$ cat src/rtl/thermo_pkg.sv
package thermo_pkg;
    localparam logic [7:0] A_CTRL0 = 8'h00;
    localparam logic [7:0] A_CTRL2 = 8'h40;
    localparam logic [7:0] A_INTC  = 8'h44;
    localparam logic [7:0] A_STAT  = 8'h48;
    localparam logic [7:0] A_ALARM = 8'h50;
    localparam logic [7:0] A_SHUT  = 8'h60;
    localparam logic [7:0] A_FILT  = 8'h70;
    localparam logic [7:0] A_DATA  = 8'h80;

    // status flag index i appears on the bus at bit 4*i
    localparam int ST_ALM = 0;
    localparam int ST_SHD = 1;
    localparam int ST_RDY = 2;
    localparam int ST_OFF = 3;
    localparam int ST_N   = 4;
    localparam int IE_N   = 3;

    localparam int ACQ_W  = 16;
    localparam int FT_W   = 2;
endpackage

$ cat src/rtl/thermo_sched.sv
module thermo_sched #(
    parameter int PER_W     = 16,
    parameter int UNIT_LOG2 = 12
) (
    input  logic             clk,
    input  logic             rst_n,
    input  logic             en,
    input  logic [PER_W-1:0] per,
    output logic             acq_req
);
    localparam int CNT_W = PER_W + UNIT_LOG2;

    typedef struct packed {
        logic [CNT_W-1:0] cnt;
        logic             req;
    } sched_t;

    sched_t s_q, s_d;
    logic [CNT_W-1:0] lim;
    logic             hit;

    // (per+1)*2^UNIT_LOG2 - 1
    assign lim = {per, {UNIT_LOG2{1'b1}}};
    assign hit = (s_q.cnt == lim);

    always_comb begin
        s_d = '0;
        if (en) begin
            s_d.req = hit;
            s_d.cnt = hit ? '0 : s_q.cnt + CNT_W'(1);
        end
    end

    always_ff @(posedge clk) begin
        if (!rst_n) s_q <= '0;
        else        s_q <= s_d;
    end

    assign acq_req = s_q.req;
endmodule

$ cat src/rtl/thermo_avg.sv
module thermo_avg
    import thermo_pkg::*;
#(
    parameter int CODE_W = 12
) (
    input  logic              clk,
    input  logic              rst_n,
    input  logic              en,
    input  logic              filt_en,
    input  logic [FT_W-1:0]   filt_type,
    input  logic              adc_valid,
    input  logic [CODE_W-1:0] adc_code,
    output logic              res_valid,
    output logic [CODE_W-1:0] res_code
);
    localparam int MAX_SH = 1 << FT_W;
    localparam int CNT_W  = MAX_SH;
    localparam int ACC_W  = CODE_W + MAX_SH;

    typedef struct packed {
        logic [ACC_W-1:0]  acc;
        logic [CNT_W-1:0]  cnt;
        logic              vld;
        logic [CODE_W-1:0] res;
    } avg_t;

    avg_t a_q, a_d;
    logic [FT_W:0]    sh;
    logic [CNT_W:0]   n_full;
    logic [CNT_W-1:0] n_m1;
    logic [ACC_W-1:0] sum;

    assign sh     = filt_en ? (FT_W+1)'(filt_type) + (FT_W+1)'(1) : '0;
    assign n_full = (CNT_W+1)'(1) << sh;
    assign n_m1   = CNT_W'(n_full - (CNT_W+1)'(1));
    assign sum    = a_q.acc + ACC_W'(adc_code);

    always_comb begin
        a_d     = a_q;
        a_d.vld = 1'b0;
        if (!en) begin
            a_d = '0;
        end else if (adc_valid) begin
            if (a_q.cnt == n_m1) begin
                a_d.res = CODE_W'(sum >> sh);
                a_d.vld = 1'b1;
                a_d.acc = '0;
                a_d.cnt = '0;
            end else begin
                a_d.acc = sum;
                a_d.cnt = a_q.cnt + CNT_W'(1);
            end
        end
    end

    always_ff @(posedge clk) begin
        if (!rst_n) a_q <= '0;
        else        a_q <= a_d;
    end

    assign res_valid = a_q.vld;
    assign res_code  = a_q.res;
endmodule

$ cat src/rtl/thermo_regs.sv
module thermo_regs
    import thermo_pkg::*;
#(
    parameter int CODE_W = 12,
    parameter int PER_W  = 16
) (
    input  logic              clk,
    input  logic              rst_n,
    input  logic              bus_wr,
    input  logic [7:0]        bus_addr,
    input  logic [31:0]       bus_wdata,
    output logic [31:0]       bus_rdata,
    input  logic              res_valid,
    input  logic [CODE_W-1:0] res_code,
    output logic              sense_en,
    output logic [PER_W-1:0]  per,
    output logic              filt_en,
    output logic [FT_W-1:0]   filt_type,
    output logic [ST_N-1:0]   stat,
    output logic              armed,
    output logic [CODE_W-1:0] data,
    output logic              irq
);
    typedef struct packed {
        logic              en;
        logic [ACQ_W-1:0]  acq0;
        logic [ACQ_W-1:0]  acq1;
        logic [IE_N-1:0]   ie;
        logic [PER_W-1:0]  per;
        logic [CODE_W-1:0] hyst;
        logic [CODE_W-1:0] hot;
        logic [CODE_W-1:0] shut;
        logic              ften;
        logic [FT_W-1:0]   ftype;
        logic [ST_N-1:0]   stat;
        logic              armed;
        logic [CODE_W-1:0] data;
    } regs_t;

    regs_t r_q, r_d;
    logic [ST_N-1:0] clr, set;
    logic            take;

    always_comb begin
        r_d  = r_q;
        clr  = '0;
        set  = '0;
        take = res_valid & r_q.en;
        if (bus_wr) begin
            case (bus_addr)
                A_CTRL0: r_d.acq0 = bus_wdata[ACQ_W-1:0];
                A_CTRL2: begin
                    r_d.en   = bus_wdata[0];
                    r_d.acq1 = bus_wdata[31:16];
                end
                A_INTC: begin
                    for (int i = 0; i < IE_N; i++) r_d.ie[i] = bus_wdata[4*i];
                    r_d.per = bus_wdata[12 +: PER_W];
                end
                A_STAT: begin
                    for (int i = 0; i < ST_N; i++) clr[i] = bus_wdata[4*i];
                end
                A_ALARM: begin
                    r_d.hyst = bus_wdata[CODE_W-1:0];
                    r_d.hot  = bus_wdata[16 +: CODE_W];
                end
                A_SHUT: r_d.shut = bus_wdata[16 +: CODE_W];
                A_FILT: begin
                    r_d.ftype = bus_wdata[FT_W-1:0];
                    r_d.ften  = bus_wdata[2];
                end
                default: ;
            endcase
        end
        if (take) begin
            r_d.data    = res_code;
            set[ST_RDY] = 1'b1;
            if (res_code <= r_q.hot) begin
                set[ST_ALM] = 1'b1;
                r_d.armed   = 1'b1;
            end else if (r_q.armed && (res_code >= r_q.hyst)) begin
                set[ST_OFF] = 1'b1;
                r_d.armed   = 1'b0;
            end
            if (res_code <= r_q.shut) set[ST_SHD] = 1'b1;
        end
        r_d.stat = (r_q.stat & ~clr) | set;
    end

    always_ff @(posedge clk) begin
        if (!rst_n) r_q <= '0;
        else        r_q <= r_d;
    end

    always_comb begin
        bus_rdata = '0;
        case (bus_addr)
            A_CTRL0: bus_rdata[ACQ_W-1:0] = r_q.acq0;
            A_CTRL2: begin
                bus_rdata[0]     = r_q.en;
                bus_rdata[31:16] = r_q.acq1;
            end
            A_INTC: begin
                for (int i = 0; i < IE_N; i++) bus_rdata[4*i] = r_q.ie[i];
                bus_rdata[12 +: PER_W] = r_q.per;
            end
            A_STAT: begin
                for (int i = 0; i < ST_N; i++) bus_rdata[4*i] = r_q.stat[i];
            end
            A_ALARM: begin
                bus_rdata[CODE_W-1:0]  = r_q.hyst;
                bus_rdata[16 +: CODE_W] = r_q.hot;
            end
            A_SHUT: bus_rdata[16 +: CODE_W] = r_q.shut;
            A_FILT: begin
                bus_rdata[FT_W-1:0] = r_q.ftype;
                bus_rdata[2]        = r_q.ften;
            end
            A_DATA: bus_rdata[CODE_W-1:0] = r_q.data;
            default: ;
        endcase
    end

    assign irq = (|(r_q.stat[IE_N-1:0] & r_q.ie)) | (r_q.stat[ST_OFF] & r_q.ie[ST_ALM]);

    assign sense_en  = r_q.en;
    assign per       = r_q.per;
    assign filt_en   = r_q.ften;
    assign filt_type = r_q.ftype;
    assign stat      = r_q.stat;
    assign armed     = r_q.armed;
    assign data      = r_q.data;
endmodule

$ cat src/rtl/thermo_sample_ctrl.sv
module thermo_sample_ctrl
    import thermo_pkg::*;
#(
    parameter int CODE_W    = 12,
    parameter int PER_W     = 16,
    parameter int UNIT_LOG2 = 12
) (
    input  logic              clk,
    input  logic              rst_n,
    input  logic              bus_wr,
    input  logic [7:0]        bus_addr,
    input  logic [31:0]       bus_wdata,
    output logic [31:0]       bus_rdata,
    input  logic              adc_valid,
    input  logic [CODE_W-1:0] adc_code,
    output logic              acq_req,
    output logic              irq
);
    logic              sense_en;
    logic [PER_W-1:0]  per;
    logic              filt_en;
    logic [FT_W-1:0]   filt_type;
    logic              res_valid;
    logic [CODE_W-1:0] res_code;
    logic [ST_N-1:0]   stat;
    logic              armed;
    logic [CODE_W-1:0] data;

    thermo_regs #(.CODE_W(CODE_W), .PER_W(PER_W)) u_regs (
        .clk       (clk),
        .rst_n     (rst_n),
        .bus_wr    (bus_wr),
        .bus_addr  (bus_addr),
        .bus_wdata (bus_wdata),
        .bus_rdata (bus_rdata),
        .res_valid (res_valid),
        .res_code  (res_code),
        .sense_en  (sense_en),
        .per       (per),
        .filt_en   (filt_en),
        .filt_type (filt_type),
        .stat      (stat),
        .armed     (armed),
        .data      (data),
        .irq       (irq)
    );

    thermo_sched #(.PER_W(PER_W), .UNIT_LOG2(UNIT_LOG2)) u_sched (
        .clk     (clk),
        .rst_n   (rst_n),
        .en      (sense_en),
        .per     (per),
        .acq_req (acq_req)
    );

    thermo_avg #(.CODE_W(CODE_W)) u_avg (
        .clk       (clk),
        .rst_n     (rst_n),
        .en        (sense_en),
        .filt_en   (filt_en),
        .filt_type (filt_type),
        .adc_valid (adc_valid),
        .adc_code  (adc_code),
        .res_valid (res_valid),
        .res_code  (res_code)
    );
endmodule

$ cat config.mk
export PLATFORM = sky130hd
export DESIGN_NAME = thermo_sample_ctrl
export DESIGN_NICKNAME = d
export VERILOG_FILES = /design/src/rtl/thermo_pkg.sv /design/src/rtl/thermo_sched.sv /design/src/rtl/thermo_avg.sv /design/src/rtl/thermo_regs.sv /design/src/rtl/thermo_sample_ctrl.sv
export SDC_FILE = /design/constraint.sdc
export NUM_CORES = 1
export LEC_CHECK = 0
export BUFFER_PORTS_ARGS = -buffer_cell sky130_fd_sc_hd__buf_2
export CORE_MARGIN = 1
export CORE_UTILIZATION = 62
export CTS_BUF_LIST = sky130_fd_sc_hd__clkbuf_8
export CTS_CLUSTER_DIAMETER = 30
export DETAILED_ROUTE_END_ITERATION = 8
export PLACE_DENSITY = 0.8
export SETUP_SLACK_MARGIN = 0.02
export SLEW_MARGIN = 10
export SYNTH_ARGS = -nofsm -noshare
export SYNTH_HDL_FRONTEND = slang
export SYNTH_SLANG_ARGS = --single-unit
$ cat constraint.sdc
create_clock -name clk -period 3.5 [get_ports clk]
set_input_delay 0.35 -clock clk [delete_from_list [all_inputs] [get_ports clk]]
set_output_delay 0.35 -clock clk [all_outputs]
set_load 0.01 [all_outputs]
---- After elaboration in Yosys (flattened, before gate mapping) ----
Index checks and enable logic that the tools add are counted.
word-level totals
  word-level logic and storage cells ...... 85
  output and inout port bits .............. 34
  bits of input ports ..................... 56
  bits in registers ....................... 170
cells by class
  bitwise gates (word level) .............. 9
  order comparisons ....................... 3
  add/subtract/negate cells ............... 5
  shift-type cells ........................ 2
  equal/unequal tests ..................... 9
  reductions and logical operators ........ 15
  multiplexer cells ....................... 23
operator list
  kind                   count
  $eq 8x7->1 const B     6
  $pmux 12 s4            1
  $add 28x1->28 const B  1
  $eq 28x28->1           1
  $le 12x12->1           2
  $mux 20                1
  $pmux 3 s3             2
  $reduce_and 2->1       9
  $add 16x12->16         1
  $mux 4                 4
  $shr 16x3->12          1
  $mux 13                1
  $ge 12x12->1           1
  $pmux 1 s5             2
  $eq 8x8->1 const B     1
  $logic_not 8->1        1
  $pmux 2 s4             1
  $pmux 1 s7             1
  $mux 1                 6
  $pmux 1 s3             2
  $pmux 3 s2             1
  $reduce_or 3->1        2
  $add 4x1->4 const B    1
  $and 4x4->4            1
  14 further kinds       16

---- Longest topological paths before layout ----
Gate-level depths: netlist of the first run.
  depth in word-level cells ............... 6
  depth in mapped cells ................... 15
  gate-level depth less buffers ........... 11

---- By module ----
From an unflattened synthesis of the first run, not the netlist that was laid out.
second synthesis, totals
  cell total of the unflattened synthesis .. 1274
  area total of the unflattened synthesis .. 9892.0 µm²
by module, submodules not included
  module        area an instance (µm²)  cells an instance  times used  seq. area each (µm²)
  thermo_regs   5656.7                  740                1           2162.1
  thermo_avg    2771.4                  367                1           660.6
  thermo_sched  1463.9                  167                1           580.6

---- Worst setup path after synthesis of the first run ----
OpenSTA, ideal clock, no wires.
  path kind ............................... register -> register
  from .................................... register u_regs.r_q, in the netlist u_regs.filt_type[0]
  to ...................................... register u_avg.a_q, in the netlist u_avg.res_code[9]
  path buffers ............................ 5
  cell stages (with the launch flop) ...... 16
  period minus slack after synthesis ...... 3025 ps
  arrival ................................. 2895 ps
  required time ........................... 3370 ps
  slack ................................... 475 ps
  path through ............................ dfxtp_1 > clkbuf_1 > nand2b_1 > clkbuf_1 > clkbuf_1 > or3_1 > ha_1 > xnor2_1 > nor2_1 > and3_1 > buf_2 > and2_1 > buf_2 > nand2_1 > a311oi_1 > a211oi_2
between the ends
  word-level cells in the longest chain between the ends .. 6
  elaborated cells on any way between the ends .. 7
  classes of those cells .................. add/sub: 2; eq/ne: 1; shift: 2; mux: 1; reduce/logical: 1
RTL lines
  item                               line               RTL
  start: declaration                 thermo_regs.sv:40  regs_t r_q, r_d;
  start signal: assignment           thermo_regs.sv:92  else r_q <= r_d;
  $add 2x1->3 (*)                    thermo_avg.sv:33   assign sh = filt_en ? (FT_W+1)'(filt_type) + (FT_W+1)'(1) : '0;
  $mux 3 (*)                         thermo_avg.sv:33
  $shl 1x3->4                        thermo_avg.sv:34   assign n_full = (CNT_W+1)'(1) << sh;
  $sub 4x1->4                        thermo_avg.sv:35   assign n_m1 = CNT_W'(n_full - (CNT_W+1)'(1));
  $eq 4x4->1                         thermo_avg.sv:44   if (a_q.cnt == n_m1) begin
  $reduce_and 2->1 (no source line)  --
  end signal: assignment             thermo_avg.sv:57   if (!rst_n) a_q <= '0;
  end signal: assignment             thermo_avg.sv:58   else a_q <= a_d;
  end: declaration                   thermo_avg.sv:27   avg_t a_q, a_d;
Every way passes the cells marked *; elsewhere a longest branch is shown, timed or not.
A chain may end at the register's enable or synchronous reset.

---- Final worst setup path of the first run ----
  from .................................... register u_avg.a_q[17] in the netlist's numbering
  to ...................................... register u_avg.a_q, in the netlist u_avg.res_code[9]
between the ends
  word-level cells in the longest chain between the ends .. 2
RTL lines
  item            line              RTL
  $add 16x12->16  thermo_avg.sv:36  assign sum = a_q.acc + ACC_W'(adc_code);
  $shr 16x3->12   thermo_avg.sv:45  a_d.res = CODE_W'(sum >> sh);
No other way between the ends.

==> summary.txt, run 1 <==
CTS
  • CTS tree: built
  • Resized Gates After CTS: 0
  • Clock tree buffer depth: 2
  • Root buffer cell: clkbuf_8
  • Postcts setup bufs: 0
  • H-tree Lvls: 4
  • Hold Buf Count CTS: 0
  • Clock sinks: between 150 and 200
  • Worst skew pair latency: roughly 0.47 ns
  • CTS clk-pin slew, worst paths: 0.10 ns
  • TritonCTS buffer count: 17

Power
  • P per Cell Area: approximately 330 nW/um2
  • LEAKAGE: approximately 4 nW
  • Total power: ~3.5 mW
  • Peak supply drop: about 0.34 mV

Place
  • Gpl congestion: about 0.9
  • Port bufs: 89
  • DP HPWL: ~18000 um
  • Place WS: between 0.4 and 0.5 ns

STA
  • Slew HR: a little under a third
  • Final setup violation count: 0
  • Final WS setup: roughly 0.52 ns
  • Slew Limit Fails: 0
  • Final min period: just under 3 ns
  • Achievable frequency: roughly 340 MHz
  • Setup TNS: 0 ns
  • Final hold viol count: 0
  • Clk_skew: approximately 0.016 ns
  • Least-Margin Pin Slew: 1.021 ns
  • Final period utilization: roughly 85%
  • RSZ-0062 raised after global routing: false

Critical path
  • Reg-to-Reg Start: u_avg.a_q[17]
  • Reg2reg end: u_avg.res_code[9]
  • CP Max Fanout: 4
  • Crit end category: flip-flop
  • Crit Path Class: reg -> reg
  • Worst path arrival time: 3.38 ns
  • FF-to-FF path depth: 10
  • Element type at the critical path start: flip-flop
  • CP required: 3.90 ns
  • Reg2Reg Setup Slack: roughly 0.52 ns

Finish
  • Fin nets: 1399
  • Storage cell area: 3403 um2
  • Area grow syn2layout: 9.528%
  • Area of the multi-input gates: 5827 um2
  • Share of cells above drive strength 1: between 10% and 20%
  • Fillers: between 1000 and 1500
  • ANT cells: 0

Min path
  • Min-delay worst type: in -> reg
  • Hold path depth: 3
  • Hold Path End: u_regs.r_q[105]
  • HP Start: bus_wdata[14]

Logic synthesis
  • Most common cell in the netlist: nand2_1
  • Synth warn: 0
  • Synthesized flop and latch total: 170
  • Post-synth top area share: between 30% and 40%
  • Synth unique cells: 65
  • Synth async-reset ratio: 0%
  • Synth Cell Area: approximately 9700 um2
  • Area contributors post-synth: dfxtp_1 (35%), nand2_1 (11%), a21boi_0 (7.8%), ha_1 (6.7%), xnor2_1 (3.7%)
  • Top_reg_cell synth: dfxtp_1
  • Register area share after synthesis: approximately a third
  • Post-synth top cells: nand2_1 (272), dfxtp_1 (170), a21boi_0 (101)
  • Syn Inst Count: between 1000 and 1500
  • Synth Area per Inst: between 7 and 8 um2
  • Cell taking the most area after synthesis: dfxtp_1
  • Post-synth EDFFs: 0
  • Syn nets: ~1300

Die
  • # rows: 45
  • # IOs: 90
  • Core box area: between 15000 and 20000 um2
  • Initial Util: between 60% and 70%
  • Die Wd: 127.0 um
  • Die area: approximately 16000 um2
  • Die height: approximately 130 um

GRT
  • Vias in the first global route: 8412
  • Aggregate global-route resource usage: between 30% and 40%
  • Grt total ovfl: 0
  • Initial antenna violation count: 0
  • First-pass GRT wire length: 41570 um
  • Largest net degree at the start of global routing: between 100 and 150

Detailed routing
  • Post-DR wirelength/cell: 17.16 um
  • Vias per cell: 6.061
  • Vias: between 9000 and 10000
  • DRT antenna net count: 0
  • DRT Pass-1 Iters: 6
  • DRT Wirelength: roughly 26000 um
  • DR DRC count: 0
  • DRT iter0 DRCs: about 960

Status
  • Outcome: completed

Job
  • Max Cap Viol: 0
## area by class of cell
cell class | instances | area share [%]
Sequential cell | 170 | 32.06
Multi-Input combinational cell | 948 | 54.89
Inverter | 43 | 1.521
Timing Repair Buffer | 110 | 5.681
Clock buffer | 18 | 2.334
Tap cell | 188 | 2.216
Clock inverter | 14 | 1.297
## flip-flops by register name, summed over array words and instances, names as in the netlist
signal	cells
u_sched.acq_req	1
u_regs.per	16
u_avg.res_code	12
u_regs.filt_type	2
u_regs.sense_en	1
u_regs.filt_en	1
u_regs.stat	4
u_regs.r_q	71
u_avg.res_valid	1
u_sched.s_q	28
u_regs.data	12
u_regs.armed	1
u_avg.a_q	20
## placed cells by master (no fill, tap or decap), types with 14 or more instances in the layout
cell / instances
a21o_1: 15
inv_1: 44
buf_4: 21
mux2i_1: 27
xor2_1: 15
and2_1: 14
nand3_1: 47
nor2b_1: 16
clkbuf_8: 18
nor2_1: 81
dfxtp_1: 170
a21boi_0: 101
buf_2: 89
a21oi_1: 58
nand2b_1: 16
nand2_1: 272
xnor2_1: 41
ha_1: 52
and3_1: 16
o21ai_0: 32
## critical path, cell delays in order (launching register included)
cell	delay [ns]
dfxtp_1	0.32
ha_1	0.21
fa_1	0.42
a21o_1	0.24
a22o_1	0.23
a221o_1	0.43
a21oi_1	0.23
mux2_2	0.38
a31oi_1	0.17
a311oi_1	0.08
a211oi_2	0.20
## through the flow
step	hold slack, ns	instance area, um2	util, %	cells
floorplan	0.4132	9692	-	1236
global placement	0.4238	10230	67.29	1459
detailed placement	0.4319	10230	67.29	1459
CTS	0.1054	10620	69.83	1491
global route	0.1028	10620	69.83	1491
finish	0.1184	10620	69.83	1491
## routing by layer
| layer | vias up | part of all wire, % | track usage, % |
|---|---|---|---|
| li1 | 4393 | - | - |
| met1 | 4215 | 44 | 43.73 |
| met2 | 372 | 46 | 51.16 |
| met3 | 57 | 8.4 | 6.910 |
| met4 | 0 | 2.5 | 11.55 |
| met5 | - | 0 | 0 |
## how the worst max path moves through the flow
stage | to | start | slack (ns)
3_5_place_dp | u_avg.res_code[9] | adc_code[0] | 0.41
2_1_floorplan | u_avg.res_code[9] | u_regs.filt_type[0] | 0.48
6_report | u_avg.res_code[9] | u_avg.a_q[17] | 0.52
4_1_cts | u_avg.res_code[9] | u_avg.a_q[17] | 0.56
5_1_grt | u_avg.res_code[2] | u_regs.filt_type[1] | 0.37
3_3_place_gp | u_avg.res_code[9] | adc_code[0] | 0.47
## cells by family after synthesis
group           count (synthesis)  share of synthesized area, %
simple gates                  514                         23.87
compound gates                297                         21.37
flops                         170                         35.11
buf+inv                       118                         4.764
xor+xnor                       56                         5.061
fa+ha+maj                      53                         6.920
mux                            28                         2.905
## report_power, final
group	internal, mW	switching, mW	total, mW
clock network	0.598	0.796	1.39
logic	0.0732	0.108	0.181
registers	1.93	0.00119	1.93
Note: power is estimated with default switching activity, not from simulation.
==> run 2, diff against run 1 <==
--- a/config.mk
+++ b/config.mk
@@ -6,12 +6,15 @@
 export NUM_CORES = 1
 export LEC_CHECK = 0
 export BUFFER_PORTS_ARGS = -buffer_cell sky130_fd_sc_hd__buf_2
+export CELL_PAD_IN_SITES_DETAIL_PLACEMENT = 0
+export CELL_PAD_IN_SITES_GLOBAL_PLACEMENT = 1
+export CORE_ASPECT_RATIO = 0.6
 export CORE_MARGIN = 1
-export CORE_UTILIZATION = 62
+export CORE_UTILIZATION = 46
 export CTS_BUF_LIST = sky130_fd_sc_hd__clkbuf_8
 export CTS_CLUSTER_DIAMETER = 30
 export DETAILED_ROUTE_END_ITERATION = 8
-export PLACE_DENSITY = 0.8
+export PLACE_DENSITY = 0.87
 export SETUP_SLACK_MARGIN = 0.02
 export SLEW_MARGIN = 10
 export SYNTH_ARGS = -nofsm -noshare
==> run 2 against run 1 <==
Global-route usage is 6.0 points lower. First-iteration DRC count shrank 4.0%. Design area grew 2.1%. Sequential power about the same. Flip-flop and latch count is the same. Critical path type unchanged. Critical endpoint is now u_avg.res_code[7]. Largest power group unchanged.
==> summary.txt, run 2 (synthesis results as in run 1) <==
Status
  • Outcome: completed

STA
  • Final min period: 3.032 ns (+0.05315 ns)
  • Clk_skew: 0.01775 ns (+0.002106 ns)
  • Final hold viol count: 0 (unchanged)
  • Slew Limit Fails: 0 (unchanged)
  • Final period utilization: 86.62% (+1.5 points)
  • Least-Margin Pin Slew: 0.9350 ns (-0.08559 ns)
  • Slew HR: 37.66% (+5.9 points)
  • Setup TNS: 0 ns (unchanged)
  • Min Hold Slack: 0.1287 ns (+0.01029 ns)
  • Achievable frequency: 329.8 MHz (-1.8%)
  • Final setup violation count: 0 (unchanged)
  • RSZ-0062 raised after global routing: false

CTS
  • Root buffer cell: clkbuf_8
  • H-tree Lvls: 4 (unchanged)
  • Resized Gates After CTS: 0 (unchanged)
  • Worst skew pair latency: 0.48 ns (about the same)
  • CTS clk-pin slew, worst paths: 0.10 ns (about the same)
  • Clock sinks: 170 (unchanged)
  • CTS tree: built
  • Postcts setup bufs: 0 (unchanged)
  • Hold Buf Count CTS: 0 (unchanged)
  • TritonCTS buffer count: 17 (unchanged)
  • Clock tree buffer depth: 2 (unchanged)

Min path
  • Min-delay worst type: in -> reg

Die
  • Core box area: 20320 um2 (+34%)
  • # rows: 40 (-11%)
  • Initial Util: 47.70% (-16 points)
  • Die height: 114.4 um (-9.9%)
  • Die Wd: 189.4 um (+49%)
  • Die area: 21670 um2 (+34%)
  • # IOs: 90 (unchanged)

Detailed routing
  • DR top layer: met4
  • Met2 routed WL: 10320 um (-11%)
  • Vias: 9032 (-0.055%)
  • Post-DR wirelength/cell: 17.69 um (+3.1%)
  • DR DRC count: 0 (unchanged)
  • Routed length on met3: 2518 um (+17%)
  • Vias per cell: 5.698 (-6.0%)
  • DRT Wirelength: 28040 um (+9.6%)
  • DRT iter0 DRCs: 917 (-4.0%)
  • DRT antenna net count: 0 (unchanged)
  • DRT Pass-1 Iters: 8 (+2)
  • WL met1: 14990 um (+35%)

Finish
  • Fillers: 1973 (+49%)
  • Max reg flops: 71 (unchanged)
  • ANT cells: 0 (unchanged)
  • Top flop regs: u_regs.r_q: 71 flops, u_sched.s_q: 28 flops, u_avg.a_q: 20 flops
  • Final core utilization: 53.34% (-16 points)
  • Fin nets: 1408 (+0.64%)
  • Share of cells above drive strength 1: 12.65% (+0.68 points)
  • Area grow syn2layout: 11.83%
  • Commonest non-fill, non-tap cell in the layout: nand2_1
  • Most frequent cells in the layout: nand2_1 (272), dfxtp_1 (170), a21boi_0 (101)
  • Largest reg by FF count: u_regs.r_q

Power
  • Total power: 3.687 mW (+5.0%)
  • LEAKAGE: 4.053 nW (+1.7%)
  • P per Cell Area: 340.2 nW/um2 (+2.9%)
  • Peak supply drop: 0.2467 mV (-28%)

GRT
  • First-pass GRT wire length: 44440 um (+6.9%)
  • Largest net degree at the start of global routing: 109 (+7.9%)
  • Aggregate global-route resource usage: 26.37% (-6.0 points)
  • Grt total ovfl: 0 (unchanged)
  • Initial antenna violation count: 0 (unchanged)
  • Vias in the first global route: 7989 (-5.0%)

Critical path
  • Crit Path Class: reg -> reg
  • CP required: 3.90 ns (about the same)
  • Element type at the critical path start: flip-flop
  • Crit end category: flip-flop
  • Worst path arrival time: 3.43 ns (+0.05 ns)
  • CP Max Fanout: 4 (unchanged)

Place
  • Gpl congestion: 0.9242 (+2.2%)
  • DP HPWL: 20860 um (+16%)
  • Port bufs: 89 (unchanged)

Job
  • Max Cap Viol: 0 (unchanged)
[run 2: changes by cell type in the layout (fill, tap and decap cells not counted), sizes merged]
cell	delta
inv	-4
clkbuf	+2
clkinv	+1
bufinv	+2
buf	+9
clkinvlp	-1
[run 2: metrics by stage]
stage | area (um2) | cells | worst slack, ns
2_1_floorplan | 9692 | 1236 | 0.4751
5_1_grt | 10840 | 1585 | 0.3362
4_1_cts | 10840 | 1585 | 0.5134
3_5_place_dp | 10400 | 1553 | 0.3772
3_3_place_gp | 10400 | 1553 | 0.4462
6_report | 10840 | 1585 | 0.4683
[run 2: cell type report]
cell class,count,area (um2),area share [%]
clock inverter,12,158.9,1.466
timing repair buffer,119,670.6,6.188
inverter,43,161.4,1.489
tap,273,341.6,3.152
multi-input combinational,948,5827,53.76
sequential,170,3403,31.40
clock buffer,20,275.3,2.540
[run 2: worst paths after layout]
path	from	end	slack, ns	cells after the start
hold / removal	bus_wdata[14]	u_regs.r_q[105]	0.13	3
setup reg to reg	u_avg.a_q[17]	u_avg.res_code[7]	0.47	10
setup / recovery	u_avg.a_q[17]	u_avg.res_code[7]	0.47	10
hold reg to reg	u_sched.s_q[1]	u_sched.s_q[1]	0.45	1
[run 2: critical path, stage by stage (launching register included)]
cell and delay, ns:
dfxtp_1 0.33, ha_1 0.22, fa_1 0.41, a21o_1 0.24
a22o_1 0.24, a221o_1 0.44, xor2_1 0.28, mux2i_1 0.14
a21oi_1 0.35, a22oi_1 0.12, a21oi_1 0.17
[run 2: where the power goes]
group / switching, mW / leakage (nW) / total [mW] / internal, mW
Combinational: 0.114 / 2.47 / 0.189 / 0.0752
Sequential: 0.00111 / 1.37 / 1.93 / 1.93
Clock: 0.792 / 0.216 / 1.56 / 0.770
Total: 0.908 / 4.05 / 3.69 / 2.78
[run 2: per-layer routing]
metal,vias up,GRT usage (%)
met5,-,0
met3,18,6.191
met4,0,5.108
met1,4255,43.44
li1,4411,-
met2,348,32.97
